[src/rtl/dmc_pkg.sv]
package dmc_pkg;
    typedef enum logic [0:0] {
        ST_IDLE = 1'b0,
        ST_FILL = 1'b1
    } dmc_state_e;
endpackage

[src/rtl/dmc_addr_split.sv]
module dmc_addr_split #(
    parameter int ADDR_W = 12,
    parameter int TAG_W  = 6,
    parameter int IDX_W  = 2,
    parameter int WOFF_W = 2
) (
    input  logic [ADDR_W-1:0] addr_i,
    output logic [TAG_W-1:0]  tag_o,
    output logic [IDX_W-1:0]  idx_o,
    output logic [WOFF_W-1:0] woff_o,
    output logic [1:0]        lane_o
);
    localparam int OFF_W = WOFF_W + 2;

    assign tag_o  = addr_i[ADDR_W-1 -: TAG_W];
    assign idx_o  = addr_i[OFF_W +: IDX_W];
    assign woff_o = addr_i[2 +: WOFF_W];
    assign lane_o = addr_i[1:0];
endmodule

[src/rtl/dmc_lane_sel.sv]
module dmc_lane_sel (
    input  logic [31:0] word_i,
    input  logic [1:0]  lane_i,
    input  logic        byte_i,
    output logic [31:0] data_o
);
    always_comb begin
        if (byte_i) begin
            data_o = (word_i >> {lane_i, 3'b000}) & 32'h0000_00FF;
        end else begin
            data_o = word_i;
        end
    end
endmodule

[src/rtl/dmc_top.sv]
module dmc_top
    import dmc_pkg::*;
#(
    parameter int ADDR_W     = 12,
    parameter int SETS       = 4,
    parameter int LINE_WORDS = 4,
    parameter int STALL_W    = 4
) (
    input  logic                clk,
    input  logic                rst_n,
    input  logic                req_valid,
    input  logic                req_write,
    input  logic                req_byte,
    input  logic [ADDR_W-1:0]   req_addr,
    input  logic [31:0]         req_wdata,
    output logic                rsp_done,
    output logic                rsp_err,
    output logic                rsp_busy,
    output logic [31:0]         rsp_rdata,
    output logic                mem_rd,
    output logic                mem_we,
    output logic [ADDR_W-1:0]   mem_addr,
    output logic [31:0]         mem_wdata,
    input  logic                mem_ack,
    input  logic                mem_stall,
    input  logic [STALL_W-1:0]  mem_stall_cycles,
    input  logic                mem_err,
    input  logic [31:0]         mem_rdata
);
    localparam int WOFF_W = $clog2(LINE_WORDS);
    localparam int IDX_W  = $clog2(SETS);
    localparam int OFF_W  = WOFF_W + 2;
    localparam int TAG_W  = ADDR_W - IDX_W - OFF_W;
    localparam logic [WOFF_W-1:0] LAST_WORD = WOFF_W'(LINE_WORDS - 1);

    typedef logic [LINE_WORDS-1:0][31:0] line_t;

    typedef struct packed {
        dmc_state_e                   st;
        logic [SETS-1:0]              valid;
        logic [SETS-1:0][TAG_W-1:0]   tags;
        logic [SETS-1:0][LINE_WORDS-1:0][31:0] data;
        logic [WOFF_W-1:0]            nxt;
        logic [STALL_W-1:0]           cnt;
        line_t                        fbuf;
        logic                         after_fill;
    } state_t;

    state_t d, q;

    logic [TAG_W-1:0]  tag;
    logic [IDX_W-1:0]  idx;
    logic [WOFF_W-1:0] woff;
    logic [1:0]        lane;
    logic              hit;
    logic [31:0]       line_word;
    logic [31:0]       lane_data;
    logic              alloc_fault;
    line_t             fill_line;

    dmc_addr_split #(
        .ADDR_W (ADDR_W),
        .TAG_W  (TAG_W),
        .IDX_W  (IDX_W),
        .WOFF_W (WOFF_W)
    ) split_i (
        .addr_i (req_addr),
        .tag_o  (tag),
        .idx_o  (idx),
        .woff_o (woff),
        .lane_o (lane)
    );

    assign hit       = q.valid[idx] && (q.tags[idx] == tag);
    assign line_word = q.data[idx][woff];

    dmc_lane_sel lane_i (
        .word_i (line_word),
        .lane_i (lane),
        .byte_i (req_byte),
        .data_o (lane_data)
    );

    always_comb begin
        d           = q;
        rsp_done    = 1'b0;
        rsp_err     = 1'b0;
        rsp_busy    = 1'b0;
        rsp_rdata   = '0;
        mem_rd      = 1'b0;
        mem_we      = 1'b0;
        mem_addr    = '0;
        mem_wdata   = '0;
        alloc_fault = 1'b0;
        fill_line   = q.fbuf;

        unique case (q.st)
            ST_IDLE: begin
                d.after_fill = 1'b0;
                if (req_valid) begin
                    if (hit) begin
                        if (!req_write) begin
                            rsp_done  = 1'b1;
                            rsp_rdata = lane_data;
                        end else begin
                            mem_we                = 1'b1;
                            mem_addr              = req_addr;
                            mem_wdata             = req_wdata;
                            d.data[idx][woff]     = req_wdata;
                            if (mem_ack || mem_err) begin
                                rsp_done = 1'b1;
                                rsp_err  = mem_err;
                            end
                        end
                    end else begin
                        alloc_fault = q.after_fill && req_write;
                        d.st  = ST_FILL;
                        d.nxt = '0;
                        d.cnt = '0;
                    end
                end
            end

            ST_FILL: begin
                rsp_busy = 1'b1;
                if (q.cnt != '0) begin
                    d.cnt = q.cnt - STALL_W'(1);
                end else begin
                    mem_rd   = 1'b1;
                    mem_addr = {tag, idx, q.nxt, 2'b00};
                    if (mem_err) begin
                        rsp_done = 1'b1;
                        rsp_err  = 1'b1;
                        d.st     = ST_IDLE;
                    end else if (mem_stall) begin
                        d.cnt = mem_stall_cycles;
                    end else if (mem_ack) begin
                        fill_line[q.nxt] = mem_rdata;
                        d.fbuf           = fill_line;
                        if (q.nxt == LAST_WORD) begin
                            d.valid[idx] = 1'b1;
                            d.tags[idx]  = tag;
                            d.data[idx]  = fill_line;
                            d.st         = ST_IDLE;
                            d.after_fill = 1'b1;
                        end else begin
                            d.nxt = q.nxt + WOFF_W'(1);
                        end
                    end
                end
            end

            default: d.st = ST_IDLE;
        endcase
    end

    always_ff @(posedge clk) begin
        if (!rst_n) begin
            q.st         <= ST_IDLE;
            q.valid      <= '0;
            q.tags       <= '0;
            q.data       <= '0;
            q.nxt        <= '0;
            q.cnt        <= '0;
            q.fbuf       <= '0;
            q.after_fill <= 1'b0;
        end else begin
            q <= d;
        end
    end

    // Word acceptance moves the fill pointer forward by one.
    assert_fill_advance_R3: assert property (@(posedge clk) disable iff (!rst_n)
        (q.st == ST_FILL && mem_rd && mem_ack && !mem_stall && !mem_err && q.nxt != LAST_WORD)
        |=> (q.nxt == $past(q.nxt) + WOFF_W'(1)));

    // A stall loads the countdown with the next level's count.
    assert_stall_load_R4: assert property (@(posedge clk) disable iff (!rst_n)
        (q.st == ST_FILL && mem_rd && mem_stall && !mem_err)
        |=> (q.cnt == $past(mem_stall_cycles) && q.nxt == $past(q.nxt)));

    // No next-level read while the countdown runs.
    assert_stall_quiet_R4: assert property (@(posedge clk) disable iff (!rst_n)
        (q.st == ST_FILL && q.cnt != '0) |-> !mem_rd);

    // An error during a fill never validates a line.
    assert_err_nocommit_R5: assert property (@(posedge clk) disable iff (!rst_n)
        (q.st == ST_FILL && mem_rd && mem_err) |=> (q.valid == $past(q.valid)));

    // Last word commits the line.
    assert_commit_R6: assert property (@(posedge clk) disable iff (!rst_n)
        (q.st == ST_FILL && mem_rd && mem_ack && !mem_stall && !mem_err && q.nxt == LAST_WORD)
        |=> (q.valid[$past(idx)] && q.tags[$past(idx)] == $past(tag)));

    // Next-level writes happen only for processor writes that hit.
    assert_write_through_R8: assert property (@(posedge clk) disable iff (!rst_n)
        mem_we |-> (req_valid && req_write && !rsp_busy && !mem_rd));

    // Completion while busy must be an error completion.
    assert_busy_done_R9: assert property (@(posedge clk) disable iff (!rst_n)
        (rsp_busy && rsp_done) |-> rsp_err);

    // Allocation always precedes the write.
    assert_alloc_present_R11: assert property (@(posedge clk) disable iff (!rst_n)
        !alloc_fault);
endmodule

[config.mk]
export PLATFORM = sky130hd
export DESIGN_NAME = dmc_top
export DESIGN_NICKNAME = d
export VERILOG_FILES = /design/src/rtl/dmc_pkg.sv /design/src/rtl/dmc_addr_split.sv /design/src/rtl/dmc_lane_sel.sv /design/src/rtl/dmc_top.sv
export SDC_FILE = /design/constraint.sdc
export NUM_CORES = 2
export LEC_CHECK = 0
export CORE_ASPECT_RATIO = 1.25
export CORE_MARGIN = 1.5
export CORE_UTILIZATION = 30
export CTS_BUF_LIST = sky130_fd_sc_hd__clkbuf_8
export CTS_CLUSTER_DIAMETER = 50
export DETAILED_ROUTE_END_ITERATION = 12
export PLACE_DENSITY = 0.42
export SLEW_MARGIN = 40
export SYNTH_ARGS = -nofsm -noshare
export SYNTH_HDL_FRONTEND = slang
export SYNTH_HIERARCHICAL = 1
export SYNTH_SLANG_ARGS = --single-unit
export TNS_END_PERCENT = 50
[constraint.sdc]
create_clock -name clk -period 13.7 [get_ports clk]
set_clock_uncertainty 0.15 [all_clocks]
set_input_delay 2.74 -clock clk [delete_from_list [all_inputs] [get_ports clk]]
set_output_delay 2.74 -clock clk [all_outputs]
set_load 0.05 [all_outputs]
-- Word level (Yosys, flattened, before mapping)
Cells that the tools add are included.
- memories kept: 0
- latch bits: 0
- bits in registers: 675
- bits in writable memories: 0
- input port bits: 88
- output and inout port bits: 81
- ROM bits: 0
- logic and storage cells: 144
- shift-type cells: 1
- multipliers: 0
- reductions and logical operators: 11
- add/sub/neg operators: 2
- div/mod/pow operators: 0
- order comparisons: 6
- multiplexer cells: 77
- bitwise logic cells: 5
- eq/ne operators: 14
- operators by type and width (cell ; number):
    $mux W543 ; 3
    $pmux W518 S2 ; 1
    $bwmux W512 ; 2
    $mux W512 ; 2
    $mux W675 ; 1
    $mux W541 ; 1
    $mux W518 ; 1
    $demux W128 S2 ; 2
    $mux W128 ; 3
    $mux W32 ; 12
    $mux W129 ; 2
    $bmux W128 S2 ; 1
    $bwmux W128 ; 1
    $demux W32 S2 ; 2
    $bmux W32 S2 ; 1
    $mux W12 ; 4
    $shr A32 B5 Y8 ; 1
    $bwmux W24 ; 1
    $pmux W12 S2 ; 1
    $mux W1 ; 23
    $mux W6 ; 3
    $ne A2 B2 Y1 const B ; 9
    $bmux W6 S2 ; 1
    $demux W6 S2 ; 1
    other kinds (23) ; 37

-- Depth between registers and ports, before layout
- depth after elaboration: 12
- mapped depth: 12
- mapped depth without buffers: 10

-- Modules after synthesis
Netlist, hierarchy kept.
- modules (own cells, without submodules) (module ; times used ; cells an instance ; area each (um2) ; sequential area each (um2)):
    dmc_top ; 1 ; 4104 ; 37713.7 ; 13492.9
    dmc_lane_sel ; 1 ; 65 ; 511.7 ; 0.0
    dmc_addr_split ; 1 ; 12 ; 90.1 ; 0.0

-- Worst setup path before layout
No wires, ideal clock.
- path type: input to output
- start: in req_addr[5]
- end: out rsp_rdata[0]
- arrival: 5805 ps
- buffers on the path: 5
- required time: 10810 ps
- path slack: 5005 ps
- cell stages on the path: 10
- path through: buf_4 buf_2 clkbuf_1 clkbuf_1 buf_1 mux4_2 mux4_2 nor4bb_1 a221oi_2 and2_1
- word-level cells in the longest chain between the ends: 10
- elaborated cells on any way between the ends: 16
- classes of those cells: eq/ne: 1; shift: 1; mux: 13; reduce/logical: 1
- RTL lines (what ; line ; RTL):
    start, declared ; dmc_top.sv:14 ; input logic [ADDR_W-1:0] req_addr,
    $bmux W128 S2 ; dmc_top.sv:75 ; assign line_word = q.data[idx][woff];
    $mux W128 (implied by the code) ; dmc_top.sv:75 ;
    $bmux W32 S2 ; dmc_top.sv:75 ;
    $mux W32 (implied by the code) ; dmc_top.sv:75 ;
    named net line_word[8] ; dmc_top.sv:56 ; logic [31:0] line_word;
    $shr A32 B5 Y8 ; dmc_lane_sel.sv:9 ; data_o = (word_i >> {lane_i, 3'b000}) & 32'h0000_00FF;
    $mux W32 ; dmc_lane_sel.sv:8 ; if (byte_i) begin
    named net lane_data[0] ; dmc_top.sv:57 ; logic [31:0] lane_data;
    $mux W32 ; dmc_top.sv:102 ; if (!req_write) begin
    $mux W32 ; dmc_top.sv:101 ; if (hit) begin
    $mux W32 ; dmc_top.sv:100 ; if (req_valid) begin
    $mux W32 ; dmc_top.sv:97 ; unique case (q.st)
    end, declared ; dmc_top.sv:19 ; output logic [31:0] rsp_rdata,
The timed path passes the listed nets, and every way through them passes these cells. The select of a mux whose other input is x is not followed.

-- Worst setup path in the final report
- start: in req_addr[5]
- end: out mem_wdata[7]
- word-level cells in the longest chain between the ends: 7
- elaborated cells on any way between the ends: 9
- classes of those cells: eq/ne: 1; mux: 7; reduce/logical: 1
- RTL lines (what ; line ; RTL):
    $bmux W6 S2 ; dmc_top.sv:74 ; assign hit = q.valid[idx] && (q.tags[idx] == tag);
    $mux W6 (implied by the code) ; dmc_top.sv:74 ;
    $eq A6 B6 Y1 ; dmc_top.sv:74 ;
    $logic_and A1 B1 Y1 (*) ; dmc_top.sv:74 ;
    $mux W32 (*) ; dmc_top.sv:101 ;
    $mux W32 (*) ; dmc_top.sv:100 ;
    $mux W32 (*) ; dmc_top.sv:97 ;
    end, declared ; dmc_top.sv:23 ; output logic [31:0] mem_wdata,
Mark *: on every way between the ends. The rest lies on a longest branch, timed or not. The select of a mux whose other input is x is not followed.

==> summary.txt <==
Layout
  • Share of cells above drive strength 1: 13.5%
  • Top Registers: q x674
  • Most flops, register: q
  • Final non-filler cell total: 5920
  • Max reg flops: 674
  • Design Area, Final: 44300 sq um
  • Fin nets: 4223
  • Area Overhead vs Synth: 15.5%
  • Final core occ: 34.9%

Floorplan
  • Die area: 130000 sq um
  • Core Area: 127000 sq um
  • Initial core utilization: 30.2%
  • FP Rows: 146
  • # IOs: 169
  • Die width: 323 um
  • Die H: 403 um

Clock tree
  • H-tree levels: 4
  • Worst-path clk slew: 0.06 ns
  • Hold buffer count at cts: 0
  • CTS buffer count: 132
  • CTS tree: built
  • CTS Sinks: 674
  • Worst-skew pair later-pin latency: 0.84 ns
  • Post_cts resized: 0
  • Total setup buffers inserted after CTS: 0
  • CTS root buf: clkbuf_8
  • Clock Path Buffers: 3

Synthesis
  • Synth Flop Type: dfxtp_1
  • Mapped Nets: 4275
  • Netlist cell types: 72
  • Post-Syn Instances: 4181
  • Asr flop ratio synth: 0%
  • Top-area cell type share of the netlist area: 35.2%
  • Post-synth EDFFs: 0
  • Syn Std Cell Area: 38300 sq um
  • #FFs+latches synth: 674
  • YS warnings: 6
  • Synth area leaders: dfxtp_1, mux4_2, a221o_1
  • Post-synthesis area per instance: 9.16 sq um
  • Leading area contributor after synthesis: dfxtp_1
  • Register area share after synthesis: 35.2%

STA
  • Setup_tns: 0 ns
  • RSZ-0062 raised after global routing: no
  • Rel. slew slack: 38.5%
  • Fmax: 0.0962 GHz
  • Fin. Hold Viols: 0
  • WHS: 0.307 ns
  • Setup violators final: 0
  • Slew Viols, Final: 0
  • Fraction of the cycle the final worst path needs: 75.9%
  • Final Critical Period: 10.39 ns
  • Least-Margin Pin Slew: 0.923 ns

Critical path
  • Critical Path Source Type: primary input
  • Critical R2R Launch: q[133]
  • FF-to-FF path depth: 9
  • Crit-path slowest cell: clkdlybuf4s50_1
  • Reg2reg setup slack: 8.60 ns
  • CP Max Fanout: 65
  • Critical Path End Type: output pin
  • Worst EP arrival: 7.50 ns
  • RR Endpoint: q[342]
  • Req. time, crit path: 10.81 ns
  • Cells along the critical path: buf_8 -> mux4_2 -> xnor2_1 -> and4_1 -> nand2_8 -> nor2_4 -> buf_4 -> and2_1 -> clkdlybuf4s50_1
  • Setup CP Type: in -> out
  • CP peak stage delay: 0.80 ns

Placement
  • I/O Buffers: 168
  • DP Area: 41700 sq um
  • DP Wirelength: 116000 um
  • Final GP Congestion: 0.822
  • Placed Instances: 5695

Min path
  • HP Start: q[650]
  • Hold path endpoint: q[650]
  • Worst min path class: reg -> reg
  • Hold path depth: 2

Global route
  • First-pass GRT wire length: 275000 um
  • GR Util met1: 37.9%
  • Global route overflow: 0
  • Met3 GRT Util: 4.70%
  • Gr usage total: 29.5%
  • Largest net degree at the start of global routing: 109
  • Initial antenna violation count: 13
  • GRT busiest layer: met2
  • Met2 Use GR: 48.2%
  • Vias in the first global route: 35400

Detailed routing
  • DR iter-0 viols: 4333
  • Post-route ant nets: 0
  • Vias per cell: 6.32
  • Via count: 37400
  • DR pass1 iterations: 6
  • WL/cell: 33.2 um
  • DRC viols: 0
  • Routed WL: 196000 um

Job
  • Max cap viols: 0

Power and ir drop
  • Maximum vdd drop: 0.0728 mV
  • Leakage power: 14.9 nW
  • Pwr/cell area: 103 nW/um^2

Outcome
  • Status: finished clean
-- critical path, delay by kind of cell --
family | cells | cell delay, ns
simple gates | 4 | 2.12
buf+inv | 3 | 1.73
mux | 1 | 0.61
xor+xnor | 1 | 0.23
-- cells in the final DEF, fill, tap and decap left out, drive strengths merged, types with 10 or more instances in the layout --
master and n:
dfxtp 674, nor2 635, a221o 279, a22oi 229
mux2i 228, a211oi 222, mux4 167, clkdlybuf4s50 162
a21oi 160, clkbuf 160, inv 131, nand2 124
a22o 106, buf 104, o2bb2ai 94, o21ai 83
nor3 72, and2 70, o31ai 66, o22ai 66
and3 63, nor2b 62, o31a 61, a31oi 38
mux2 34, o32ai 10, a32oi 10, nand3 10
-- Yosys cell counts, types with 4 or more instances --
cell and count:
dfxtp_1 674, buf_2 41, nand2_1 123, xnor2_1 4, a211oi_1 221, o21ai_0 51
o32ai_1 10, buf_4 12, a21oi_1 160, mux4_2 167, o31a_1 61, and3_1 63
o2bb2ai_1 94, inv_1 77, nor4_1 8, a31oi_1 38, a21o_1 4, nor2_1 634
nor4bb_1 8, buf_6 5, buf_1 54, clkbuf_1 342, mux2i_1 228, a32oi_1 10
a22o_1 106, or3_1 6, o22ai_1 66, nand4_1 4, nor3_1 70, nand2b_1 5
a22oi_1 229, mux2_2 34, nor2b_1 62, a221oi_2 7, o31ai_1 66, nand3_1 10
and2_1 70, o21ai_1 31, a221o_1 279, ha_1 6
-- stage by stage --
step	setup slack [ns]	total power, mW
after CTS	3.25	4.58
after global routing	3.08	4.69
after floorplan	5.00	2.29
final	3.31	4.55
after global placement	3.43	2.50
after detailed placement	3.29	2.51
-- cells by family (layout without fill, tap and decap cells) --
logic type / after synthesis / count (layout) / share of synthesized area, %
AOI/OAI and AO/OA: 1448 / 1448 / 29.4
xor gates and xnor gates: 6 / 6 / 0.137
adders and majority gates: 6 / 6 / 0.196
buffers and inverters: 536 / 570 / 5.60
DFF: 674 / 674 / 35.2
muxes: 429 / 429 / 16.8
other: 0 / 3 / 0
and+or+nand+nor: 1082 / 1082 / 12.7
-- routing by layer --
layer / part of all wire [%] / vias to the layer above / wire length, um
met3: 6.9 / 486 / 13600
li1: - / 16100 / -
met5: 0.0051 / - / 10
met4: 5.2 / 2 / 10100
met2: 47 / 1917 / 92000
met1: 41 / 18900 / 80500
-- where the power goes --
part	internal, mW	switching, mW
combinational	0.133	0.345
sequential	1.98	0.0171
clock	1.10	0.971
-- layout make-up --
cell class | count | area [sq um]
Clock buffer | 157 | 2160
Sequential cell | 674 | 13500
Timing Repair Buffer | 269 | 2640
Fill cell | 12900 | 82500
Antenna cell | 3 | 7.51
Multi-Input combinational cell | 2971 | 23200
Clock inverter | 63 | 368
Inverter | 81 | 312
Tap cell | 1702 | 2130
-- worst max-delay path by stage --
stage / from / end / slack [ns] / cells after the start
final: req_addr[5] / mem_wdata[7] / 3.31 / 9
after global routing: req_addr[5] / mem_wdata[3] / 3.08 / 9
after CTS: req_addr[5] / mem_wdata[12] / 3.25 / 9
after detailed placement: req_addr[5] / mem_wdata[12] / 3.29 / 9
after global placement: req_addr[5] / rsp_rdata[1] / 3.43 / 9
after floorplan: req_addr[5] / rsp_rdata[0] / 5.00 / 10
Note: power is estimated with default switching activity, not from simulation.
